### config.mk
export PLATFORM = sky130hd
export DESIGN_NAME = valve_window_timer
export DESIGN_NICKNAME = d
export VERILOG_FILES = /design/src/rtl/vwt_pkg.sv /design/src/rtl/vwt_sync_edge.sv /design/src/rtl/vwt_prescaler.sv /design/src/rtl/vwt_tap_counter.sv /design/src/rtl/valve_window_timer.sv
export SDC_FILE = /design/constraint.sdc
export NUM_CORES = 1
export LEC_CHECK = 0
export BUFFER_PORTS_ARGS = -buffer_cell sky130_fd_sc_hd__buf_2
export CAP_MARGIN = 0
export CORE_MARGIN = 10
export CORE_UTILIZATION = 55
export CTS_BUF_LIST = sky130_fd_sc_hd__clkbuf_4 sky130_fd_sc_hd__clkbuf_8
export CTS_CLUSTER_DIAMETER = 40
export DETAILED_ROUTE_END_ITERATION = 12
export GPL_TIMING_DRIVEN = 0
export PLACE_DENSITY = 0.79
export REMOVE_ABC_BUFFERS = 1
export SYNTH_ARGS = -nofsm -noshare
export SYNTH_HDL_FRONTEND = slang
export SYNTH_SLANG_ARGS = --single-unit
### constraint.sdc
create_clock -name clk -period 1.53 [get_ports clk]
set_input_delay 0.306 -clock clk [delete_from_list [all_inputs] [get_ports clk]]
set_output_delay 0.306 -clock clk [all_outputs]
set_load 0.01 [all_outputs]
### src/rtl/vwt_pkg.sv
package vwt_pkg;
   typedef enum logic {
      DRIVE_STEADY = 1'b0,
      DRIVE_PULSED = 1'b1
   } drive_mode_e;
endpackage

### src/rtl/vwt_sync_edge.sv
module vwt_sync_edge #(
   parameter int unsigned STAGES = 2
) (
   input  logic clk,
   input  logic rst_n,
   input  logic din,
   output logic level,
   output logic rise
);
   logic [STAGES-1:0] chain_q;
   logic              prev_q;

   generate
      if (STAGES < 2) begin : g_bad
         $error("vwt_sync_edge: STAGES must be at least 2");
      end
   endgenerate

   always_ff @(posedge clk or negedge rst_n) begin
      if (!rst_n) begin
         chain_q <= '0;
         prev_q  <= 1'b0;
      end else begin
         chain_q <= {chain_q[STAGES-2:0], din};
         prev_q  <= chain_q[STAGES-1];
      end
   end

   assign level = chain_q[STAGES-1];
   assign rise  = chain_q[STAGES-1] & ~prev_q;
endmodule

### src/rtl/vwt_prescaler.sv
module vwt_prescaler #(
   parameter int unsigned PRESCALE = 4
) (
   input  logic clk,
   input  logic rst_n,
   input  logic clr,
   input  logic en,
   output logic tick
);
   localparam int unsigned PW = (PRESCALE > 1) ? $clog2(PRESCALE) : 1;
   localparam logic [PW-1:0] LAST = PW'(PRESCALE - 1);

   logic [PW-1:0] div_q;

   generate
      if (PRESCALE < 1) begin : g_bad
         $error("vwt_prescaler: PRESCALE must be at least 1");
      end
   endgenerate

   always_ff @(posedge clk or negedge rst_n) begin
      if (!rst_n) begin
         div_q <= '0;
      end else if (clr) begin
         div_q <= '0;
      end else if (en) begin
         div_q <= (div_q == LAST) ? '0 : div_q + 1'b1;
      end
   end

   assign tick = en & ~clr & (div_q == LAST);
endmodule

### src/rtl/vwt_tap_counter.sv
module vwt_tap_counter #(
   parameter int unsigned CNT_W = 8
) (
   input  logic             clk,
   input  logic             rst_n,
   input  logic             clr,
   input  logic             tick,
   output logic [CNT_W-1:0] cnt_q
);
   always_ff @(posedge clk or negedge rst_n) begin
      if (!rst_n) begin
         cnt_q <= '0;
      end else if (clr) begin
         cnt_q <= '0;
      end else if (tick) begin
         cnt_q <= cnt_q + 1'b1;
      end
   end
endmodule

### src/rtl/valve_window_timer.sv
module valve_window_timer
   import vwt_pkg::*;
#(
   parameter int unsigned PRESCALE    = 4,
   parameter int unsigned STOP_BASE   = 4,
   parameter int unsigned PULSE_BASE  = 0,
   parameter int unsigned SEL_W       = 2,
   parameter int unsigned SYNC_STAGES = 2
) (
   input  logic             clk,
   input  logic             rst_n,
   input  logic             pwr_good,
   input  logic             manual_start,
   input  logic             drive_mode,
   input  logic [SEL_W-1:0] stop_sel,
   input  logic [SEL_W-1:0] pulse_sel,
   output logic             valve_n,
   output logic             window_done
);
   localparam int unsigned NTAP  = 1 << SEL_W;
   localparam int unsigned CNT_W = STOP_BASE + NTAP;

   generate
      if (PULSE_BASE + NTAP > STOP_BASE) begin : g_bad_taps
         $error("valve_window_timer: every pulse bit must lie below every stop bit");
      end
   endgenerate

   logic             pg_ok, pg_rise, btn_rise;
   logic             start_evt, hold_clr, cnt_clr;
   logic             running_q, done_q;
   logic             stop_hit, pulse_bit, advance, tick, valve_on;
   logic [CNT_W-1:0] cnt_q;
   logic [NTAP-1:0]  stop_taps, pulse_taps;
   drive_mode_e      mode_e;

   vwt_sync_edge #(.STAGES(SYNC_STAGES)) u_pg_sync (
      .clk(clk), .rst_n(rst_n), .din(pwr_good), .level(pg_ok), .rise(pg_rise)
   );

   logic btn_level_unused;
   vwt_sync_edge #(.STAGES(SYNC_STAGES)) u_btn_sync (
      .clk(clk), .rst_n(rst_n), .din(manual_start), .level(btn_level_unused), .rise(btn_rise)
   );

   assign start_evt = pg_rise | (btn_rise & pg_ok);
   assign hold_clr  = ~pg_ok;
   assign cnt_clr   = start_evt | hold_clr;

   // tap vectors: stop bits above pulse bits
   generate
      for (genvar g = 0; g < NTAP; g++) begin : g_taps
         assign stop_taps[g]  = cnt_q[STOP_BASE + g];
         assign pulse_taps[g] = cnt_q[PULSE_BASE + g];
      end
   endgenerate

   assign stop_hit  = stop_taps[stop_sel];
   assign pulse_bit = pulse_taps[pulse_sel];
   assign advance   = running_q & ~stop_hit;

   vwt_prescaler #(.PRESCALE(PRESCALE)) u_presc (
      .clk(clk), .rst_n(rst_n), .clr(cnt_clr), .en(advance), .tick(tick)
   );

   vwt_tap_counter #(.CNT_W(CNT_W)) u_cnt (
      .clk(clk), .rst_n(rst_n), .clr(cnt_clr), .tick(tick), .cnt_q(cnt_q)
   );

   always_ff @(posedge clk or negedge rst_n) begin
      if (!rst_n) begin
         running_q <= 1'b0;
         done_q    <= 1'b0;
      end else if (hold_clr) begin
         running_q <= 1'b0;
         done_q    <= 1'b0;
      end else if (start_evt) begin
         running_q <= 1'b1;
         done_q    <= 1'b0;
      end else if (running_q && stop_hit) begin
         running_q <= 1'b0;
         done_q    <= 1'b1;
      end
   end

   assign mode_e      = drive_mode_e'(drive_mode);
   assign valve_on    = advance & ((mode_e == DRIVE_STEADY) | ~pulse_bit);
   assign valve_n     = ~valve_on;
   assign window_done = done_q;
endmodule

Word level (Yosys, flattened, before mapping)
Cells that the tools add are included.
{ "op_classes": {"multipliers": 0, "bitwise": 18, "mux": 15, "eq_ne": 2, "reduce_logical": 3, "div_mod_pow": 0, "n_shift": 0, "magnitude_cmp": 2, "addsub": 2} }
{ "op_table": {"columns": ["op", "count"], "rows": [
  ["$mux W8", 2],
  ["$add A8 B1 Y8 const B", 1],
  ["$mux W1", 8],
  ["$not A1 Y1", 8],
  ["$and A1 B1 Y1", 7],
  ["$lt A2 B3 Y1 const B", 2],
  ["$mux W2", 3],
  ["$bmux W1 S2", 2],
  ["$reduce_bool A2 Y1", 2],
  ["$ne A3 B3 Y1 const B", 1],
  ["$or A1 B1 Y1", 3],
  ["$add A2 B1 Y2 const B", 1],
  ["$eq A2 B2 Y1 const B", 1],
  ["$logic_and A1 B1 Y1", 1]
]} }
{ "totals": {"latch_bits": 0, "out_inout_bits": 2, "reg_bits": 18, "in_bits": 9, "memories": 0, "ramBits": 0, "romBits": 0, "wordCells": 50} }

Logic depth before layout (Yosys ltp)
{ "logic_depth": {"depth_word": 10, "mapped_depth": 5, "depth_no_buf": 5} }

Hierarchy
From an unflattened synthesis, not the netlist that was laid out.
{ "hier_totals": {"cells_unflattened": 69, "area_unflattened_um2": 834.6} }
{ "by_module_without_submodules": {"columns": ["module", "cells_each", "instances", "area_per_inst_um2", "seq_area_each_um2"], "rows": [
  ["vwt_tap_counter", 37, 1, 396.6, 200.2],
  ["vwt_sync_edge", 4, 2, 88.8, 75.1],
  ["valve_window_timer", 14, 1, 152.6, 50.0],
  ["vwt_prescaler", 10, 1, 107.6, 50.0]
]} }

Worst setup path before layout
OpenSTA, ideal clock, no wires.
{ "synth_path": {"kind": "reg-to-reg", "from": "reg u_presc.div_q[0]", "to": "reg u_cnt.cnt_q[0]", "path_buffers": 0, "arrival_time_ps": 1262, "period_less_slack_ps": 1400, "required_ps": 1392, "stages_incl_launch_ff": 6, "setup_ps": 138, "setup_slack_ps": 130, "path_cell_list": "dfrtp_1 ha_1 clkinv_1 or3_1 o211ai_1 a21oi_1"} }
{ "synth_between": {"elab_chain_len": 3} }
{ "synth_lines": {"columns": ["element", "line_no", "source"], "rows": [
  ["from (decl)", "vwt_prescaler.sv:13", "logic [PW-1:0] div_q;"],
  ["from (signal assigned)", "vwt_prescaler.sv:27", "div_q <= (div_q == LAST) ? '0 : div_q + 1'b1;"],
  ["$eq A2 B2 Y1", "vwt_prescaler.sv:31", "assign tick = en & ~clr & (div_q == LAST);"],
  ["$and A1 B1 Y1", "vwt_prescaler.sv:31", null],
  ["$reduce_bool A2 Y1 (no line)", null, null],
  ["to (signal assigned)", "vwt_tap_counter.sv:16", "cnt_q <= cnt_q + 1'b1;"],
  ["to (decl)", "vwt_tap_counter.sv:8", "output logic [CNT_W-1:0] cnt_q"]
]} }
No other way between the ends.
A chain may end at the register's enable or synchronous reset.

Worst setup path after layout
{ "layout_path": {"from": "reg u_cnt.cnt_q[3]", "to": "out valve_n"} }
{ "layout_between": {"elab_chain_len": 6} }
{ "layout_lines": {"columns": ["element", "line_no", "source"], "rows": [
  ["$bmux W1 S2", "valve_window_timer.sv:59", "assign pulse_bit = pulse_taps[pulse_sel];"],
  ["$mux W1 (not written as such)", "valve_window_timer.sv:59", null],
  ["$not A1 Y1", "valve_window_timer.sv:87", "assign valve_on = advance & ((mode_e == DRIVE_STEADY) | ~pulse_bit);"],
  ["$or A1 B1 Y1", "valve_window_timer.sv:87", null],
  ["$and A1 B1 Y1", "valve_window_timer.sv:87", null],
  ["$not A1 Y1", "valve_window_timer.sv:88", "assign valve_n = ~valve_on;"],
  ["to (decl)", "valve_window_timer.sv:17", "output logic valve_n,"]
]} }
No other way between the ends. The select of a mux whose other input is x is not followed.

==> results.sh <==
export IMPL_hold_depth=1
export IMPL_grt_pass1_wl_um=2850
export IMPL_cts_tree="done"
export IMPL_drv_cap=0
export IMPL_drc_errors=0
export IMPL_wl_per_cell_um=14.6
export IMPL_worstSetupPathType="flip-flop to output pin"
export IMPL_synth_largest_area_cell="dfrtp_1"
export IMPL_viasPerCell=5.66
export IMPL_power_switching_uw=203
export IMPL_synth_edf_count=0
export IMPL_relSlewSlack_pct=73.6
export IMPL_hold_start="manual_start"
export IMPL_ir_drop_v=0.000635
export IMPL_first_pass_iters=4
export IMPL_yosysTopAreaCellShare_pct=48.9
export IMPL_start_util_pct=59.7
export IMPL_num_rows=14
export IMPL_nets=117
export IMPL_grt_max_degree=19
export IMPL_worstReg2RegStart="u_presc.div_q[0]"
export IMPL_core_area_um2=1540
export IMPL_min_to="u_btn_sync.chain_q[0]"
export IMPL_grt_pass1_vias=663
export IMPL_ioPinCount=11
export IMPL_clock_path_buffers=2
export IMPL_rsz0062_at_grt="true"
export IMPL_setup_viol=1
export IMPL_design_area_um2=1140
export IMPL_grt_overflow=0
export IMPL_dp_hpwl_um=1210
export IMPL_ys_top_cells_by_count="dfrtp_1 (18), nand2_1 (10), mux2i_1 (7)"
export IMPL_swShare_pct=23.3
export IMPL_clockPowerShare_pct=33.5
export IMPL_root_buffer="clkbuf_4"
export IMPL_synth_area_top_cells="dfrtp_1 (49%), mux2i_1 (7.6%), nand2_1 (4.1%)"
export IMPL_cp_end_kind="output pin"
export IMPL_syn_inst=84
export IMPL_synthToLayoutAreaGrowth_pct=23.6
export IMPL_slew_violations=0
export IMPL_avgSynthCellArea_um2=11.0
export IMPL_tightest_slew_ps=395
export IMPL_numClockSinks=18
export IMPL_arrival_ps=1400
export IMPL_insertion_delay_ps=300
export IMPL_drive_gt1_share_pct=35.2
export IMPL_via_count=685
export IMPL_seq_power_share_pct=56.9
export IMPL_power_leakage_nw=0.497
export IMPL_synth_warnings=0
export IMPL_path_cells="mux4_2 -> nand2_2 -> nand2_1 -> buf_2"
export IMPL_status="finished with violations"
export IMPL_placed_area_um2=987
export IMPL_min_period_ps=1710
export IMPL_final_cells=121
export IMPL_ys_seq_area_share_pct=48.9
export IMPL_power_density_nw_per_um2=765
export IMPL_gp_congestion=0.846
export IMPL_p_comb_share_pct=9.6
export IMPL_hold_viol_final=0
export IMPL_critPathMaxStageDelay_ps=470
export IMPL_first_iter_violations=8
export IMPL_synthDistinctLibCells=30
export IMPL_syn_area_um2=921
export IMPL_required_ps=1220
export IMPL_power_internal_uw=668
export IMPL_grt_antenna_before_repair=0
export IMPL_failed_checks="negative setup slack"
export IMPL_die_y_um=60.9
export IMPL_fin_worst_skew_ps=15.1
export IMPL_slowest_stage="mux4_2"
export IMPL_start_kind="flip-flop"
export IMPL_worst_r2r_path_depth=5
export IMPL_grt_use_total_pct=9.93
export IMPL_fin_ws_ps=-176
export IMPL_min_path_type="primary input to flip-flop"
export IMPL_fin_crit_sh_pct=112
export IMPL_synth_seq_cells=18
export IMPL_placed_cells=109
export IMPL_reg2reg_slack_ps=70
export IMPL_routed_wl_um=1770
export IMPL_ys_flop_type="dfrtp_1"
export IMPL_synth_most_common_cell="dfrtp_1"
export IMPL_cp_max_fo=2
export IMPL_cts_made_buffers=3
export IMPL_n_antenna_cell=0
export IMPL_rr_endpoint="u_cnt.cnt_q[1]"
export IMPL_port_buffers=10
export IMPL_fp_dieArea_um2=3710
export IMPL_fmax_ghz=0.586
export IMPL_ant_nets=0
export IMPL_htreeDepth=1
export IMPL_synthArstFlopShare_pct=100
export IMPL_die_width_um=60.9
export IMPL_path_clk_slew_ps=110
[worst max-delay path: cells and delay by family (launching register included)]
kind / cells / cell delay, ps
multiplexers: 1 / 470
flip-flops: 1 / 390
buffers and inverters: 1 / 130
AND/OR/NAND/NOR: 2 / 100
[power by group through the flow]
stage | clock network, mW | logic (mW) | registers, mW
after floorplan | 0 | 0.0410 | 0.503
after global placement | 0 | 0.0726 | 0.503
after detailed placement | 0 | 0.0737 | 0.504
after CTS | 0.297 | 0.0773 | 0.495
after global routing | 0.325 | 0.0928 | 0.497
final | 0.291 | 0.0838 | 0.496
[cell families (layout without fill, tap and decap cells)]
logic type                 Yosys count  count (layout)  synth area share [%]
DFF                                 18              18                  48.9
muxes                               10              10                  13.2
buffers and inverters                5              26                  2.04
adders and majority gates            2               2                  2.72
and+or+nand+nor                     31              31                  17.5
AOI/OAI and AO/OA                   18              18                  15.6
[layer usage]
metal / up-vias / GRT usage (%) / wire (µm)
met2: 12 / 15.0 / 825
met4: 0 / 2.82 / 14
li1: 345 / - / -
met1: 326 / 12.4 / 809
met5: - / 0 / 0
met3: 2 / 4.59 / 122
[metrics by stage]
step / power [mW] / setup slack, ps / hold slack, ps / utilization, % / setup TNS [ps]
after floorplan: 0.544 / 130 / 10.4 / - / 0
after global placement: 0.576 / -72.5 / 248 / 64.0 / -209
after detailed placement: 0.578 / -66.1 / 252 / 64.0 / -218
after CTS: 0.869 / -172 / 107 / 70.7 / -186
after global routing: 0.915 / -260 / 84.4 / 73.9 / -295
final: 0.871 / -176 / 114 / 73.9 / -176
[layout by cell type, fill, tap and decap left out, drive strengths merged, types with 4 or more instances in the layout]
cell | synthesis | layout
a211oi | 4 | 4
nand2b | 5 | 5
nand2 | 11 | 11
inv | 3 | 4
clkbuf | 1 | 4
buf | 0 | 17
dfrtp | 18 | 18
and3 | 4 | 4
nand3 | 5 | 5
mux2i | 8 | 8
[registers in the layout, summed over array words and instances (netlist names)]
signal,count
u_btn_sync.prev_q,1
u_pg_sync.chain_q,2
window_done,1
u_btn_sync.chain_q,2
u_presc.div_q,2
u_pg_sync.prev_q,1
u_cnt.cnt_q,8
running_q,1
[cell type report]
| cell class | instances | area, µm² |
|---|---|---|
| fillers | 117 | 403 |
| well taps | 16 | 20.0 |
| clock buffers | 4 | 36.3 |
| multi-input cells | 61 | 502 |
| flip-flops and latches | 18 | 450 |
| repair buffers | 18 | 113 |
| inverters | 4 | 17.5 |
[worst max path at each step]
stage | from | to | slack [ps]
5_1_grt | u_cnt.cnt_q[3] | valve_n | -260
3_5_place_dp | stop_sel[1] | u_cnt.cnt_q[6] | -70
6_report | u_cnt.cnt_q[3] | valve_n | -180
3_3_place_gp | stop_sel[1] | u_cnt.cnt_q[6] | -70
4_1_cts | u_cnt.cnt_q[3] | valve_n | -170
2_1_floorplan | u_presc.div_q[0] | u_cnt.cnt_q[0] | 130
[repair_timing]
item | 4_1_cts | 5_1_grt
setup endpoints to repair | 4 | 7
pin swaps | 2 | 1
setup buffers | 6 | 1
hold buffers | 1 | 0
resized for setup | 3 | 9
endpoints found under the hold margin | 18 | 0
(Power assumes the default switching activity.)
